===== config.mk =====
export PLATFORM = sky130hd
export DESIGN_NAME = pfcfg_loader
export DESIGN_NICKNAME = d
export VERILOG_FILES = /design/src/rtl/pfcfg_pkg.sv /design/src/rtl/pfcfg_wait_timer.sv /design/src/rtl/pfcfg_byte_shifter.sv /design/src/rtl/pfcfg_loader.sv
export SDC_FILE = /design/constraint.sdc
export NUM_CORES = 1
export LEC_CHECK = 0
export ABC_AREA = 0
export CAP_MARGIN = 30
export CORE_MARGIN = 10
export CORE_UTILIZATION = 53
export DETAILED_ROUTE_END_ITERATION = 10
export GPL_TIMING_DRIVEN = 0
export PLACE_DENSITY = 0.83
export SYNTH_ARGS = -nofsm -noshare
export SYNTH_HDL_FRONTEND = slang
export SYNTH_HIERARCHICAL = 1
export SYNTH_SLANG_ARGS = --single-unit

===== constraint.sdc =====
create_clock -name clk -period 10.3 [get_ports clk]
set_input_delay 1.03 -clock clk [delete_from_list [all_inputs] [get_ports clk]]
set_output_delay 1.03 -clock clk [all_outputs]
set_load 0.02 [all_outputs]

===== src/rtl/pfcfg_pkg.sv =====
package pfcfg_pkg;

    parameter int US_W   = 12;  // width of microsecond settings
    parameter int PH_W   = 8;   // width of the DCLK phase setting
    parameter int BYTE_W = 8;   // configuration data width
    parameter int PC_W   = 4;   // width of the pulses-per-byte count

    typedef enum logic [1:0] {
        MODE_SERIAL   = 2'd0,
        MODE_PARALLEL = 2'd1,
        MODE_SECURE   = 2'd2,
        MODE_RSVD     = 2'd3
    } ld_mode_e;

    typedef enum logic [2:0] {
        ST_IDLE,
        ST_LOW,
        ST_SETUP,
        ST_CHECK,
        ST_CLKLO,
        ST_CLKHI,
        ST_FINAL
    } ld_state_e;

    typedef struct packed {
        ld_mode_e          mode;
        logic [US_W-1:0]   setup_us;
        logic [US_W-1:0]   done_us;
        logic [PH_W-1:0]   half;
    } ld_cfg_t;

    function automatic logic [US_W-1:0] us_floor(input logic [US_W-1:0] v,
                                                 input logic [US_W-1:0] lo);
        return (v < lo) ? lo : v;
    endfunction

    function automatic logic [PC_W-1:0] pulses_per_byte(input ld_mode_e m);
        case (m)
            MODE_SERIAL: return PC_W'(BYTE_W);
            MODE_SECURE: return PC_W'(4);
            default:     return PC_W'(1);
        endcase
    endfunction

endpackage


===== src/rtl/pfcfg_wait_timer.sv =====
module pfcfg_wait_timer #(
    parameter int W = 16
) (
    input  logic         clk,
    input  logic         rst,
    input  logic         load_i,
    input  logic [W-1:0] load_val_i,
    output logic         expired_o
);
    logic [W-1:0] cnt_q;

    always_ff @(posedge clk) begin
        if (rst) begin
            cnt_q <= '0;
        end else if (load_i) begin
            cnt_q <= load_val_i;
        end else if (cnt_q != '0) begin
            cnt_q <= cnt_q - 1'b1;
        end
    end

    assign expired_o = (cnt_q == '0);
endmodule


===== src/rtl/pfcfg_byte_shifter.sv =====
module pfcfg_byte_shifter
    import pfcfg_pkg::*;
(
    input  logic              clk,
    input  logic              rst,
    input  logic              load_i,
    input  logic              step_i,
    input  logic              serial_i,
    input  logic [PC_W-1:0]   pulses_i,
    input  logic [BYTE_W-1:0] byte_i,
    output logic [BYTE_W-1:0] data_o,
    output logic              last_o
);
    logic [BYTE_W-1:0] shreg_q;
    logic [BYTE_W-1:0] data_q;
    logic [PC_W-1:0]   left_q;

    always_ff @(posedge clk) begin
        if (rst) begin
            shreg_q <= '0;
            data_q  <= '0;
            left_q  <= '0;
        end else if (load_i) begin
            shreg_q <= byte_i;
            left_q  <= pulses_i - 1'b1;
            data_q  <= serial_i ? BYTE_W'(byte_i[0]) : byte_i;
        end else if (step_i) begin
            left_q <= left_q - 1'b1;
            if (serial_i) begin
                shreg_q <= shreg_q >> 1;
                data_q  <= BYTE_W'(shreg_q[1]);
            end
        end
    end

    assign data_o = data_q;
    assign last_o = (left_q == '0);
endmodule


===== src/rtl/pfcfg_loader.sv =====
module pfcfg_loader
    import pfcfg_pkg::*;
#(
    parameter int CLK_MHZ = 50,
    parameter int CNT_W   = 16
) (
    input  logic              clk,
    input  logic              rst,
    input  logic              start_i,
    input  logic [1:0]        mode_i,
    input  logic [CNT_W-1:0]  byte_count_i,
    input  logic [US_W-1:0]   low_us_i,
    input  logic [US_W-1:0]   setup_us_i,
    input  logic [US_W-1:0]   done_us_i,
    input  logic [PH_W-1:0]   half_clk_i,
    input  logic              s_valid_i,
    input  logic [BYTE_W-1:0] s_data_i,
    output logic              s_ready_o,
    input  logic              nstatus_i,
    input  logic              conf_done_i,
    output logic              cfg_n_o,
    output logic              dclk_o,
    output logic [BYTE_W-1:0] data_o,
    output logic              busy_o,
    output logic              done_o,
    output logic              error_o,
    output logic [CNT_W-1:0]  sent_count_o
);
    localparam int MHZ_W = $clog2(CLK_MHZ + 1);
    localparam int TMR_W = US_W + MHZ_W + 1;

    ld_state_e  state_q, state_d;
    ld_cfg_t    cfg_q;
    logic [CNT_W-1:0] total_q, sent_q;
    logic       done_q, error_q;
    logic       tmr_load, tmr_exp;
    logic [TMR_W-1:0] tmr_val, phase_val;
    logic       accept, step, last, more, req_ok;

    assign more      = (sent_q != total_q);
    assign req_ok    = (byte_count_i != '0) && (mode_i != MODE_RSVD);
    assign phase_val = (cfg_q.half == '0) ? '0 : TMR_W'(cfg_q.half) - 1'b1;

    pfcfg_wait_timer #(.W(TMR_W)) u_timer (
        .clk(clk), .rst(rst), .load_i(tmr_load),
        .load_val_i(tmr_val), .expired_o(tmr_exp)
    );

    pfcfg_byte_shifter u_shift (
        .clk(clk), .rst(rst), .load_i(accept), .step_i(step),
        .serial_i(cfg_q.mode == MODE_SERIAL),
        .pulses_i(pulses_per_byte(cfg_q.mode)),
        .byte_i(s_data_i), .data_o(data_o), .last_o(last)
    );

    always_comb begin
        state_d  = state_q;
        tmr_load = 1'b0;
        tmr_val  = '0;
        accept   = 1'b0;
        step     = 1'b0;
        case (state_q)
            ST_IDLE: if (start_i && req_ok) begin
                state_d  = ST_LOW;
                tmr_load = 1'b1;
                tmr_val  = TMR_W'(us_floor(low_us_i, US_W'(2)) * CLK_MHZ - 1);
            end
            ST_LOW: if (tmr_exp) begin
                state_d  = ST_SETUP;
                tmr_load = 1'b1;
                tmr_val  = TMR_W'(us_floor(cfg_q.setup_us, US_W'(1)) * CLK_MHZ - 1);
            end
            ST_SETUP: if (tmr_exp) state_d = ST_CHECK;
            ST_CHECK: begin
                if (!more) begin
                    state_d  = ST_FINAL;
                    tmr_load = 1'b1;
                    tmr_val  = TMR_W'(us_floor(cfg_q.done_us, US_W'(1)) * CLK_MHZ - 1);
                end else if (!nstatus_i) begin
                    state_d = ST_IDLE;
                end else if (s_valid_i) begin
                    accept   = 1'b1;
                    state_d  = ST_CLKLO;
                    tmr_load = 1'b1;
                    tmr_val  = phase_val;
                end
            end
            ST_CLKLO: if (tmr_exp) begin
                state_d  = ST_CLKHI;
                tmr_load = 1'b1;
                tmr_val  = phase_val;
            end
            ST_CLKHI: if (tmr_exp) begin
                if (last) begin
                    state_d = ST_CHECK;
                end else begin
                    step     = 1'b1;
                    state_d  = ST_CLKLO;
                    tmr_load = 1'b1;
                    tmr_val  = phase_val;
                end
            end
            ST_FINAL: if (tmr_exp) state_d = ST_IDLE;
            default:  state_d = ST_IDLE;
        endcase
    end

    always_ff @(posedge clk) begin
        if (rst) begin
            state_q <= ST_IDLE;
            cfg_q   <= '0;
            total_q <= '0;
            sent_q  <= '0;
            done_q  <= 1'b0;
            error_q <= 1'b0;
        end else begin
            state_q <= state_d;
            case (state_q)
                ST_IDLE: if (start_i) begin
                    sent_q  <= '0;
                    done_q  <= 1'b0;
                    error_q <= !req_ok;
                    if (req_ok) begin
                        cfg_q   <= '{mode: ld_mode_e'(mode_i), setup_us: setup_us_i,
                                     done_us: done_us_i, half: half_clk_i};
                        total_q <= byte_count_i;
                    end
                end
                ST_CHECK: if (more && !nstatus_i) error_q <= 1'b1;
                ST_CLKHI: if (tmr_exp && last) sent_q <= sent_q + 1'b1;
                ST_FINAL: if (tmr_exp) begin
                    done_q  <= conf_done_i;
                    error_q <= !conf_done_i;
                end
                default: ;
            endcase
        end
    end

    assign s_ready_o    = (state_q == ST_CHECK) && more && nstatus_i;
    assign cfg_n_o      = (state_q != ST_LOW);
    assign dclk_o       = (state_q == ST_CLKHI) || (state_q == ST_FINAL);
    assign busy_o       = (state_q != ST_IDLE);
    assign done_o       = done_q;
    assign error_o      = error_q;
    assign sent_count_o = sent_q;
endmodule


==> results.sh, run 1 <==
export IMPL_max_vdd_ir_drop_mv=0.108
export IMPL_final_setup_tns_ns=0
export IMPL_timing_max_cap_violations=0
export IMPL_drtIter0Drc=861
export IMPL_ff2ff_path_depth=20
export IMPL_syn_to_final_growth_pct=16.2
export IMPL_die_h_um=160
export IMPL_io_buffers=105
export IMPL_finalSetupViolCount=0
export IMPL_initial_core_util=0.537
export IMPL_root_buffer="clkbuf_16"
export IMPL_gp_congestion=0.952
export IMPL_dr_pass1_iters=6
export IMPL_p_leak_uw=0.00512
export IMPL_critical_path_arrival_ns=6.27
export IMPL_cp_max_fo=4
export IMPL_ys_async_sr_fraction=0
export IMPL_end_kind="flop"
export IMPL_cts_tree="done"
export IMPL_finalMaxSlewViolations=0
export IMPL_wl_mm=27.9
export IMPL_grt_pass1_vias=9625
export IMPL_grt_max_degree=19
export IMPL_avgRoutedWirePerCell_um=16.1
export IMPL_row_count=51
export IMPL_period_share=0.583
export IMPL_clk_latency_ns=0.36
export IMPL_hold_depth=2
export IMPL_nFillCells=1694
export IMPL_diodes=0
export IMPL_ios=106
export IMPL_finalHoldViolCount=0
export IMPL_syn_area_per_cell_sq_um=7.71
export IMPL_syn_inst=1347
export IMPL_tightestPinTransition_ns=0.831
export IMPL_syn_area_sq_um=10400
export IMPL_dieArea_sq_um=25600
export IMPL_final_antenna_net_count=0
export IMPL_synth_edf_count=0
export IMPL_powerDensity_nw_per_um2=152
export IMPL_post_place_ws_ns=3.94
export IMPL_antenna_found_initial=0
export IMPL_rsz0062_at_grt="no"
export IMPL_cts_path_max_buffers=2
export IMPL_num_vias=9836
export IMPL_fmax_mhz=167
export IMPL_dpl_hpwl_mm=22.3
export IMPL_path_class="primary input to flop"
export IMPL_status="finished clean"
export IMPL_required_ns=10.57
export IMPL_htree_levels=3
export IMPL_clkSlewWorstSetupHoldPaths_ns=0.08
export IMPL_route_detailed_drc=0
export IMPL_grt_first_pass_wirelength_mm=46.4
export IMPL_relSlewSlack=0.441
export IMPL_grt_overflow_total=0
export IMPL_setup_worst_path_start_class="primary input"
export IMPL_fin_nets=1684
export IMPL_die_w_um=160
export IMPL_cts_setup_buffers=0
export IMPL_via_per_inst=5.67
export IMPL_seqCellArea_sq_um=2180
export IMPL_hold_class="flop to flop"
export IMPL_ys_types=93
export IMPL_synth_seq_cells=109
export IMPL_seq_area_frac_synth=0.210
export IMPL_ys_flop_type="dfxtp_1"
export IMPL_core_area_sq_um=19300
export IMPL_multi_input_area_sq_um=7430
export IMPL_holdWs_ns=0.464
export IMPL_setup_ws_ns=4.30
export IMPL_drive_gt1_frac=0.0381
export IMPL_r2r_slack_ns=4.77
export IMPL_yosysWarnings=6
export IMPL_clock_sinks=109
export IMPL_grt_usage=0.212
export IMPL_cts_resized=0
export IMPL_post_route_min_period_ns=6.00
export IMPL_numCtsBuffers=9
export IMPL_fin_skew_ns=0.0139
export IMPL_ctsHoldBuffers=0
-- Yosys cell counts (31+ instances only) --
cell type  instances  area (sq um)
nand2_1          186           698
ha_1             123          1540
dfxtp_1          109          2180
inv_1            102           383
nor2_1            93           349
a21oi_1           87           435
clkbuf_1          71           267
xnor2_1           68           596
xor2_1            61           534
o21ai_0           44           220
nor3_1            36           180
nand3_1           31           155
-- stage by stage --
step                area (sq um)  total power (uW)  std cells  utilization
floorplan                  10400              1230       1348            -
global placement           11800              1430       1718        0.609
detailed placement         11800              1460       1718        0.609
CTS                        12100              1820       1734        0.624
global route               12100              1970       1734        0.624
finish                     12100              1830       1734        0.624
-- sequential cells by signal (all words and copies together) (netlist names) --
register / flops
sent_count_o: 16
error_o: 1
u_shift/shreg_q: 8
u_timer/cnt_q: 19
total_q: 16
done_o: 1
cfg_q: 34
u_shift/left_q: 4
state_q: 3
u_shift/data_o: 7
-- final cells by class --
class / instances / area share
flip-flops and latches: 109 / 0.181
repair buffers: 105 / 0.0871
inverters: 103 / 0.0320
multi-input cells: 1050 / 0.616
clock buffers: 10 / 0.0190
clock inverters: 6 / 0.00570
plain buffers: 86 / 0.0318
well taps: 265 / 0.0275
-- worst paths after layout --
kind,start,end
min,cfg_q[30],cfg_q[30]
max reg2reg,cfg_q[31],u_timer/cnt_q[15]
min reg2reg,cfg_q[30],cfg_q[30]
max,low_us_i[11],u_timer/cnt_q[15]
-- cells in the final DEF (no fill, tap or decap), types with 12 or more instances in the layout --
master and count:
nand2_1 186, ha_1 123, dfxtp_1 109, clkdlybuf4s50_1 105, inv_1 102, nor2_1 93
a21oi_1 87, clkbuf_1 72, xnor2_1 68, xor2_1 61, o21ai_0 44, nor3_1 36
nand3_1 31, nor4_1 21, fa_1 21, a22oi_1 19, nor2b_1 18, and3_1 15
a211oi_1 14, and2_1 13, o221ai_1 12, or3_1 12
-- worst max-delay path: stages --
cell and delay [ns]:
clkdlybuf4s50_1 0.48, inv_1 0.09, ha_1 0.14, nor4b_1 0.31, nand3_1 0.24, nand2b_1 0.18
inv_1 0.09, ha_1 0.35, ha_1 0.31, ha_1 0.23, fa_1 0.43, a211o_1 0.31
o2111ai_1 0.15, o2bb2ai_1 0.24, xor2_1 0.28, nand3_1 0.18, nor2_1 0.16, xor2_1 0.16
a22oi_1 0.11, o21ai_0 0.21, nand2_1 0.11, and4_1 0.23, nor4_1 0.24
-- report_power, final --
part / total (uW) / switching [uW] / internal, uW
registers: 523 / 54.6 / 468
logic: 950 / 560 / 390
clock network: 360 / 170 / 191
-- cells by family (layout without fill, tap and decap cells) --
kind of cell / count (synthesis) / after routing / share of synthesized area
AO/OA/AOI/OAI: 272 / 272 / 0.174
buffers and inverters: 189 / 310 / 0.0742
other: 1 / 2 / 0.000361
adder cells (fa/ha/maj): 144 / 144 / 0.189
multiplexers: 7 / 7 / 0.00687
XOR/XNOR: 130 / 130 / 0.110
flip-flops: 109 / 109 / 0.210
AND/OR/NAND/NOR: 495 / 495 / 0.235
-- per-layer routing --
metal / GRT usage / vias to the layer above / routed length [um]
li1: - / 4901 / -
met1: 0.276 / 4606 / 12500
met2: 0.363 / 304 / 13500
met3: 0.0254 / 25 / 1430
met4: 0.0559 / 0 / 453
met5: 0 / - / 0
No activity file was read; power rests on OpenSTA's default activity.
==> run 2: changes to the inputs <==
==> constraint.sdc (replaced) <==
create_clock -name clk -period 6.19 [get_ports clk]
set_input_delay 0.619 -clock clk [delete_from_list [all_inputs] [get_ports clk]]
set_output_delay 0.619 -clock clk [all_outputs]
set_load 0.02 [all_outputs]
==> results of run 2 <==
Same layout as run 1 (identical final DEF). Status: finished clean.
Main changes from that run: setup slack after placement 3.94 ns -> 0.245 ns; setup slack after layout 4.30 ns -> 0.601 ns; register-to-register setup slack 4.77 ns -> 0.66 ns; total power 1830 uW -> 3050 uW; worst IR drop on VDD 0.108 mV -> 0.180 mV
==> run 3: changes to the inputs <==
--- a/config.mk
+++ b/config.mk
@@ -7,11 +7,14 @@
 export LEC_CHECK = 0
 export ABC_AREA = 0
 export CAP_MARGIN = 30
+export CELL_PAD_IN_SITES_DETAIL_PLACEMENT = 1
+export CELL_PAD_IN_SITES_GLOBAL_PLACEMENT = 2
 export CORE_MARGIN = 10
-export CORE_UTILIZATION = 53
+export CORE_UTILIZATION = 37
 export DETAILED_ROUTE_END_ITERATION = 10
+export GPL_ROUTABILITY_DRIVEN = 0
 export GPL_TIMING_DRIVEN = 0
-export PLACE_DENSITY = 0.83
+export PLACE_DENSITY = 0.95
 export SYNTH_ARGS = -nofsm -noshare
 export SYNTH_HDL_FRONTEND = slang
 export SYNTH_HIERARCHICAL = 1
==> constraint.sdc (replaced) <==
create_clock -name clk -period 6.7 [get_ports clk]
set_input_delay 0.67 -clock clk [delete_from_list [all_inputs] [get_ports clk]]
set_output_delay 0.67 -clock clk [all_outputs]
set_load 0.02 [all_outputs]
==> results.sh, run 3 (synthesized netlist as in run 1, its figures left out) <==
export IMPL_clk_latency_ns=0.37
export IMPL_finalHoldViolCount=0
export IMPL_cts_path_max_buffers=2
export IMPL_swShare=0.444
export IMPL_avgRoutedWirePerCell_um=17.8
export IMPL_clock_sinks=109
export IMPL_end_kind="flop"
export IMPL_syn_to_final_growth_pct=17.6
export IMPL_cts_tree="done"
export IMPL_diodes=0
export IMPL_final_cells=1847
export IMPL_min_to="cfg_q[18]"
export IMPL_pwr_share_comb=0.523
export IMPL_r2r_slack_ns=0.99
export IMPL_required_ns=6.98
export IMPL_top_regs="cfg_q x34, u_timer/cnt_q x19"
export IMPL_path_class="primary input to flop"
export IMPL_status="finished clean"
export IMPL_finalSetupViolCount=0
export IMPL_route_detailed_drc=0
export IMPL_layout_common_cells="nand2_1, ha_1, dfxtp_1"
export IMPL_period_share=0.877
export IMPL_relSlewSlack=0.479
export IMPL_p_leak_uw=0.00512
export IMPL_grt_first_pass_wirelength_mm=54.7
export IMPL_critical_path_arrival_ns=6.15
export IMPL_final_setup_tns_ns=0
export IMPL_initial_core_util=0.375
export IMPL_wl_mm=32.9
export IMPL_antenna_found_initial=0
export IMPL_io_buffers=105
export IMPL_r2r_start="cfg_q[19]"
export IMPL_core_area_sq_um=27700
export IMPL_root_buffer="clkbuf_16"
export IMPL_dr_pass1_iters=5
export IMPL_timing_max_cap_violations=0
export IMPL_hold_depth=2
export IMPL_layout_commonest_cell="nand2_1"
export IMPL_dieArea_sq_um=35200
export IMPL_htree_levels=3
export IMPL_grt_pass1_vias=10400
export IMPL_grt_overflow_total=0
export IMPL_r2r_end="u_timer/cnt_q[15]"
export IMPL_p_int_uw=1590
export IMPL_finalMaxSlewViolations=0
export IMPL_fmax_mhz=170
export IMPL_final_antenna_net_count=0
export IMPL_hold_start="cfg_q[18]"
export IMPL_num_vias=9907
export IMPL_cts_resized=0
export IMPL_row_count=61
export IMPL_ctsHoldBuffers=0
export IMPL_die_h_um=188
export IMPL_powerDensity_nw_per_um2=235
export IMPL_rsz0062_at_grt="no"
export IMPL_ff2ff_path_depth=22
export IMPL_die_w_um=188
export IMPL_nFillCells=3406
export IMPL_dp_cells=1831
export IMPL_fin_nets=1684
export IMPL_grt_usage=0.185
export IMPL_cts_setup_buffers=0
export IMPL_dpl_hpwl_mm=27.0
export IMPL_hold_class="flop to flop"
export IMPL_seqPwrFrac=0.281
export IMPL_grt_max_degree=21
export IMPL_drtIter0Drc=505
export IMPL_setup_worst_path_start_class="primary input"
export IMPL_largest_register_ffs=34
export IMPL_max_vdd_ir_drop_mv=0.144
export IMPL_fin_skew_ns=0.0262
export IMPL_clkSlewWorstSetupHoldPaths_ns=0.10
export IMPL_ios=106
export IMPL_cp_max_fo=4
export IMPL_drive_gt1_frac=0.0388
export IMPL_regMostFlops="cfg_q"
export IMPL_numCtsBuffers=9
export IMPL_p_sw_uw=1270
export IMPL_clockPowerShare=0.195
export IMPL_tightestPinTransition_ns=0.779
export IMPL_post_route_min_period_ns=5.87
export IMPL_via_per_inst=5.36
## run 3: changes by cell type in the layout (fill, tap and decap cells not counted), sizes merged
cell	previous run	this run
bufinv	1	0
clkinv	3	4
clkinvlp	1	0
inv	104	105
## run 3: layer usage
layer  GRT usage  vias to the layer above  part of all wire
li1            -                     4918                 -
met1       0.242                     4785              0.47
met2       0.318                      174              0.48
met3      0.0210                       30             0.031
met4      0.0425                        0             0.020
met5           0                        -                 0
## run 3: worst max path at each step
stage / from / end / slack (ns) / cells after the start
after global placement: low_us_i[11] / u_timer/cnt_q[15] / 0.63 / 23
after CTS: low_us_i[11] / u_timer/cnt_q[15] / 0.85 / 23
final: low_us_i[6] / u_timer/cnt_q[15] / 0.83 / 21
after floorplan: low_us_i[10] / u_timer/cnt_q[17] / 1.81 / 21
after global routing: low_us_i[6] / u_timer/cnt_q[15] / 0.39 / 21
after detailed placement: low_us_i[6] / u_timer/cnt_q[15] / 0.48 / 21
## run 3: worst max-delay path, stage by stage
cell,delay (ns)
clkdlybuf4s50_1,0.44
nor4_1,0.54
nand3_1,0.33
nand2b_1,0.23
inv_1,0.10
ha_1,0.35
ha_1,0.30
ha_1,0.23
fa_1,0.42
a211o_1,0.31
o2111ai_1,0.17
o2bb2ai_1,0.24
xor2_1,0.31
nand3_1,0.19
nor2_1,0.18
xor2_1,0.19
a22oi_1,0.12
o21ai_0,0.22
nand2_1,0.12
and4_1,0.22
nor4_1,0.25
## run 3: power groups by stage
stage	Sequential, uW	Clock (uW)	Combinational, uW
after floorplan	794	0	1090
after global placement	816	0	1440
after detailed placement	819	0	1490
after CTS	804	571	1510
after global routing	819	600	1690
final	807	560	1500
## run 3: cell type report
cell class | count | area, sq um | share of cell area
Buffer | 86 | 384 | 0.0315
Clock buffer | 10 | 239 | 0.0196
Clock inverter | 6 | 62.6 | 0.00512
Inverter | 103 | 387 | 0.0317
Multi-Input combinational cell | 1050 | 7430 | 0.609
Sequential cell | 109 | 2180 | 0.179
Tap cell | 378 | 473 | 0.0387
Timing Repair Buffer | 105 | 1050 | 0.0861
## run 3: metrics by stage
stage	setup WS [ns]	util	cell area (sq um)	power, uW	hold slack [ns]
finish	0.827	0.441	12200	2870	0.463
global route	0.385	0.441	12200	3100	0.487
CTS	0.852	0.441	12200	2880	0.462
detailed placement	0.484	0.430	11900	2310	0.451
global placement	0.632	0.430	11900	2260	0.446
floorplan	1.81	-	10400	1890	0.436
